### config.mk
export PLATFORM = sky130hd
export DESIGN_NAME = fetch_seq
export DESIGN_NICKNAME = d
export VERILOG_FILES = /design/src/rtl/fetch_seq.sv
export SDC_FILE = /design/constraint.sdc
export NUM_CORES = 1
export LEC_CHECK = 0
export ABC_AREA = 0
export CAP_MARGIN = 20
export CORE_AREA = 5 5 77 93
export DETAILED_ROUTE_END_ITERATION = 16
export DIE_AREA = 0 0 82 98
export GPL_ROUTABILITY_DRIVEN = 0
export SYNTH_ARGS = -nofsm -noshare
export SYNTH_HDL_FRONTEND = slang
export SYNTH_SLANG_ARGS = --single-unit
### constraint.sdc
create_clock -name clk -period 4.1 [get_ports clk]
set_clock_uncertainty 0.1 [all_clocks]
set_input_delay 0.615 -clock clk [delete_from_list [all_inputs] [get_ports clk]]
set_output_delay 0.615 -clock clk [all_outputs]
set_load 0.05 [all_outputs]
### src/rtl/fetch_seq.sv
module fetch_seq #(
  parameter int DEPTH = 1024,
  parameter int IW = 12,
  parameter int DW = 8,
  parameter int DAW = 5,
  parameter int PC_REG = 2,
  parameter int RESET_VEC = 0,
  parameter int AW = (DEPTH > 1) ? $clog2(DEPTH) : 1
) (
  input  logic           clk,
  input  logic           rst_n,
  output logic [AW-1:0]  imem_addr_o,
  input  logic [IW-1:0]  imem_rdata_i,
  output logic [IW-1:0]  instr_o,
  output logic           instr_valid_o,
  output logic [AW-1:0]  exec_pc_o,
  input  logic           br_req_i,
  input  logic [AW-1:0]  br_target_i,
  input  logic           dwr_en_i,
  input  logic [DAW-1:0] dwr_addr_i,
  input  logic [DW-1:0]  dwr_data_i
);

  localparam logic [IW-1:0] NOP  = '0;
  localparam logic [AW-1:0] LAST = AW'(DEPTH - 1);
  localparam logic [AW-1:0] RVEC = AW'(RESET_VEC);

  logic [AW-1:0] pc_r, epc_r, pc_seq, pc_jump;
  logic [IW-1:0] ir_r;
  logic          valid_r;
  logic          pc_wr, redirect;

  assign pc_wr    = dwr_en_i && (dwr_addr_i == DAW'(PC_REG));
  assign redirect = br_req_i || pc_wr;
  assign pc_seq   = (pc_r == LAST) ? '0 : pc_r + 1'b1;
  assign pc_jump  = br_req_i ? br_target_i : AW'(dwr_data_i);

  always_ff @(posedge clk or negedge rst_n) begin
    if (!rst_n) begin
      pc_r    <= RVEC;
      epc_r   <= RVEC;
      ir_r    <= NOP;
      valid_r <= 1'b0;
    end else if (redirect) begin
      pc_r    <= pc_jump;
      ir_r    <= NOP;
      valid_r <= 1'b0;
    end else begin
      pc_r    <= pc_seq;
      epc_r   <= pc_r;
      ir_r    <= imem_rdata_i;
      valid_r <= 1'b1;
    end
  end

  assign imem_addr_o   = pc_r;
  assign instr_o       = ir_r;
  assign instr_valid_o = valid_r;
  assign exec_pc_o     = epc_r;

  p_issue_r2: assert property (@(posedge clk) disable iff (!rst_n)
    !redirect |=> instr_valid_o && instr_o == $past(imem_rdata_i) && exec_pc_o == $past(imem_addr_o));

  p_advance_r3: assert property (@(posedge clk) disable iff (!rst_n)
    (!redirect && imem_addr_o != LAST) |=> imem_addr_o == $past(imem_addr_o) + 1'b1);

  p_wrap_r4: assert property (@(posedge clk) disable iff (!rst_n)
    (!redirect && imem_addr_o == LAST) |=> imem_addr_o == '0);

  p_branch_r5: assert property (@(posedge clk) disable iff (!rst_n)
    br_req_i |=> !instr_valid_o && imem_addr_o == $past(br_target_i));

  p_pcwrite_r6: assert property (@(posedge clk) disable iff (!rst_n)
    (pc_wr && !br_req_i) |=> !instr_valid_o && imem_addr_o == AW'($past(dwr_data_i)));

  p_bubble_nop_r7: assert property (@(posedge clk) disable iff (!rst_n)
    !instr_valid_o |-> instr_o == NOP);

endmodule

==> impl_table.tex <==
\begin{tabular}{lr}
\hline
Metric & Value \\
\hline
\multicolumn{2}{l}{\textbf{Final layout}} \\
\quad Most frequent cells in the layout & clkdlybuf4s50\_1, dfrtp\_1, nand2\_1, and2\_1 \\
\quad Core occupancy in the finished layout & 0.3820 \\
\quad Number of filler instances in the final layout & approximately 640 \\
\quad Layout area overhead & 61.61\% \\
\quad Commonest non-fill, non-tap cell in the layout & clkdlybuf4s50\_1 \\
\quad Post-route cell area & 0.002386 mm2 \\
\quad Inserted Diodes & 0 \\
\quad Net count reported at finish & around 230 \\
\quad Final std cells w/o fill & between 200 and 300 \\
\quad Fraction of layout instances using a drive strength above 1 & 0.1406 \\
\multicolumn{2}{l}{\textbf{Timing}} \\
\quad Minimum clock period after layout & around 2.5 ns \\
\quad Highest clock rate & 393.8 MHz \\
\quad Count of pins over their slew limit & 0 \\
\quad Final setup vio count & 0 \\
\quad RSZ-0062 raised after global routing & no \\
\quad Worst-margin pin slew & 0.7416 ns \\
\quad Sum Neg Setup Slack & 0 ns \\
\quad Final period utilization & 0.6194 \\
\quad Count of final hold-check violations & 0 \\
\quad Worst rel slew slack & 0.5045 \\
\multicolumn{2}{l}{\textbf{Synth}} \\
\quad Synth top area cells & dfrtp\_1, mux2\_4, and2\_1 \\
\quad Leading area contributor after synthesis & dfrtp\_1 \\
\quad Fraction of the mapped netlist area in compound gates & 0.07966 \\
\quad Number of distinct library cells after synthesis & 34 \\
\quad Sequential share of the synthesized area & 0.5593 \\
\quad Synth Instances & 118 \\
\quad Synthesized netlist net count & 158 \\
\quad Synthesized-area fraction occupied by and/or/nand/nor cells & 0.1856 \\
\quad Mux contribution to synthesized area & 0.09831 \\
\quad Number of storage elements in the synthesis netlist & 33 \\
\quad Average footprint of a synthesized cell & between 10 and 15 um2 \\
\quad Largest family of logic cells by synthesized area & simple AND/OR/NAND/NOR gates \\
\quad Synth top area share & 0.5593 \\
\quad YS warnings & 0 \\
\quad Netlist Area Pre-Place & approximately 0.0015 mm2 \\
\quad Post-synthesis adder-cell area fraction & 0.008475 \\
\quad Post-synthesis xor/xnor area fraction & 0.04153 \\
\multicolumn{2}{l}{\textbf{Run}} \\
\quad Max-capacitance violation count & 0 \\
\multicolumn{2}{l}{\textbf{CTS}} \\
\quad Worst-skew pair later-pin latency & roughly 0.28 ns \\
\quad H-tree depth & 2 \\
\quad Buffer levels on the longest clock path & 2 \\
\quad Setup Fix Bufs, Post-CTS & 0 \\
\quad TritonCTS clock tree & built \\
\quad Number of buffers inserted during clock tree synthesis & 5 \\
\quad Post-cts sizing count & 0 \\
\quad CTS hold repair buffers & 0 \\
\quad Clock transition at the registers of the reported paths & $\sim$0.07 ns \\
\quad Root buf cell & clkbuf\_8 \\
\quad Number of clock sinks & 33 \\
\multicolumn{2}{l}{\textbf{Worst setup path}} \\
\quad Critical path endpoint & imem\_addr\_o[3] \\
\quad Largest driver fanout on the critical path & 25 \\
\quad Critical path arrival & about 2.6 ns \\
\quad Data required time at the worst endpoint & approximately 4.2 ns \\
\quad Category of the worst setup path launch point & input port \\
\quad Cells along the critical path & clkdlybuf4s50\_1 > a21oi\_4 > nand2\_2 > o221ai\_1 \\
\quad Worst reg2reg path startpoint & imem\_addr\_o[0] \\
\quad Reg-to-reg setup timing slack & around 2.4 ns \\
\quad Max stage delay cell, worst path & a21oi\_4 \\
\quad Worst Path Class, Setup & in -> reg \\
\quad RR Endpoint & imem\_addr\_o[3] \\
\quad Launching element of the worst setup path & br\_req\_i \\
\quad Critical path's largest stage delay & about 0.75 ns \\
\quad Setup crit end kind & flop \\
\quad Worst-case reg-to-reg path depth & 5 \\
\multicolumn{2}{l}{\textbf{Detailed routing}} \\
\quad Number of routed nets with antenna violations & 0 \\
\quad Initial DRC Count & 18 \\
\quad DRT Wirelength & roughly 3.7 mm \\
\quad Count of vias placed by the detailed router & between 1000 and 1500 \\
\quad Number of design rule violations left after detail routing & 0 \\
\quad Vias per cell & 4.090 \\
\quad Final routed wire length divided by cell count & around 13 um \\
\quad Detailed-routing iteration count for the pre-antenna-repair pass & 4 \\
\multicolumn{2}{l}{\textbf{Pwr}} \\
\quad Leakage & 0.9837 nW \\
\quad Power Density & approximately 440 mW/mm2 \\
\quad Worst vdd ir & between 0.15 and 0.2 mV \\
\multicolumn{2}{l}{\textbf{Global routing}} \\
\quad Via count of the first global-routing pass & $\sim$1200 \\
\quad Gr usage total & 0.09920 \\
\quad Pin count of the biggest net entering global routing & 34 \\
\quad Antenna violations before repair & 0 \\
\quad Overall overflow remaining after global route & 0 \\
\quad First-pass GRT wire length & roughly 6 mm \\
\multicolumn{2}{l}{\textbf{Status}} \\
\quad Status & complete, no violations \\
\multicolumn{2}{l}{\textbf{Place}} \\
\quad Port-buffer cells & just over 70 \\
\quad Total placed cells including tap cells & 269 \\
\quad Post-DP HPWL & between 2 and 3 mm \\
\quad Placed cell areas & approximately 0.0023 mm2 \\
\multicolumn{2}{l}{\textbf{Floorplanning}} \\
\quad Top-Level Pins & a little over 70 \\
\quad Vertical die dimension & 98 um \\
\quad Placeable core area & 0.006246 mm2 \\
\quad Horizontal die dimension & approximately 82 um \\
\quad Overall die area & approximately 0.008 mm2 \\
\quad Starting utilization of the core area & 0.2364 \\
\quad Site row count & 32 \\
\multicolumn{2}{l}{\textbf{Hold path}} \\
\quad Min-Delay Path Class & in -> async \\
\hline
\end{tabular}
-- stage by stage --
| stage | hold WS (ns) | setup WS [ns] | power, W |
|---|---|---|---|
| 6_report | 0.2907 | 1.561 | 0.001058 |
| 4_1_cts | 0.3168 | 1.513 | 0.001077 |
| 5_1_grt | 0.3510 | 1.352 | 0.001106 |
| 2_1_floorplan | 0.2194 | 2.245 | 0.0005795 |
| 3_3_place_gp | 0.3940 | 1.272 | 0.0007071 |
| 3_5_place_dp | 0.3963 | 1.219 | 0.0007090 |
-- layout make-up --
| cell class | count | area (um2) | area share |
|---|---|---|---|
| Clock buffer | 5 | 68.82 | 0.02884 |
| Clock inverter | 3 | 65.06 | 0.02727 |
| Inverter | 1 | 3.754 | 0.001573 |
| Multi-Input combinational cell | 79 | 610.6 | 0.2559 |
| Sequential cell | 33 | 825.8 | 0.3461 |
| Tap cell | 85 | 106.4 | 0.04457 |
| Timing Repair Buffer | 71 | 705.7 | 0.2958 |
-- cells in the mapped netlist (all sizes together) --
master	number
nor4	1
nor2	3
ha	1
nand3b	3
nand4	1
and3	1
buf	4
o221ai	3
clkbuf	1
and4bb	1
o31ai	1
a21oi	2
xor2	1
mux2	10
o211ai	3
dfrtp	33
nand3	4
xnor2	6
inv	1
mux2i	1
and2	13
a22o	1
a21o	1
and4	1
o21ai	2
nor3	1
nand2	18
-- worst max-delay path, delay by kind of cell --
family / cells / cell delay (ns)
buf+inv: 1 / 0.74
simple gates: 1 / 0.26
compound gates: 2 / 1.00
-- worst min-delay path by stage --
stage                      start        endpoint  cells after the start  slack [ns]
floorplan                  rst_n    exec_pc_o[0]                      0        0.22
global placement    exec_pc_o[9]    exec_pc_o[9]                      1        0.39
detailed placement  exec_pc_o[9]    exec_pc_o[9]                      1        0.40
CTS                        rst_n  imem_addr_o[1]                      1        0.32
global route               rst_n  imem_addr_o[0]                      1        0.35
finish                     rst_n    exec_pc_o[4]                      1        0.29
-- power breakdown --
group | switching, W | total, W | internal (W) | leakage [nW]
clock network | 0.000119 | 0.000360 | 0.000241 | 0.0681
logic | 0.000179 | 0.000307 | 0.000128 | 0.507
registers | 0.0000310 | 0.000391 | 0.000360 | 0.409
-- routing by layer --
layer	GRT usage	up-vias	routed length [um]
li1	-	548	-
met4	0.03836	0	48
met5	0	-	0
met3	0.03690	4	299
met2	0.1649	45	1829
met1	0.1133	536	1490
-- sequential cells by signal, indices dropped and copies added, names as in the netlist --
signal / count
instr_valid_o: 1
exec_pc_o: 10
imem_addr_o: 10
instr_o: 12
-- logic make-up after synthesis --
logic type	after synthesis
simple gates	47
flops	33
compound gates	13
mux	11
xor+xnor	7
buf+inv	6
fa+ha+maj	1
Note: power is estimated with default switching activity, not from simulation.
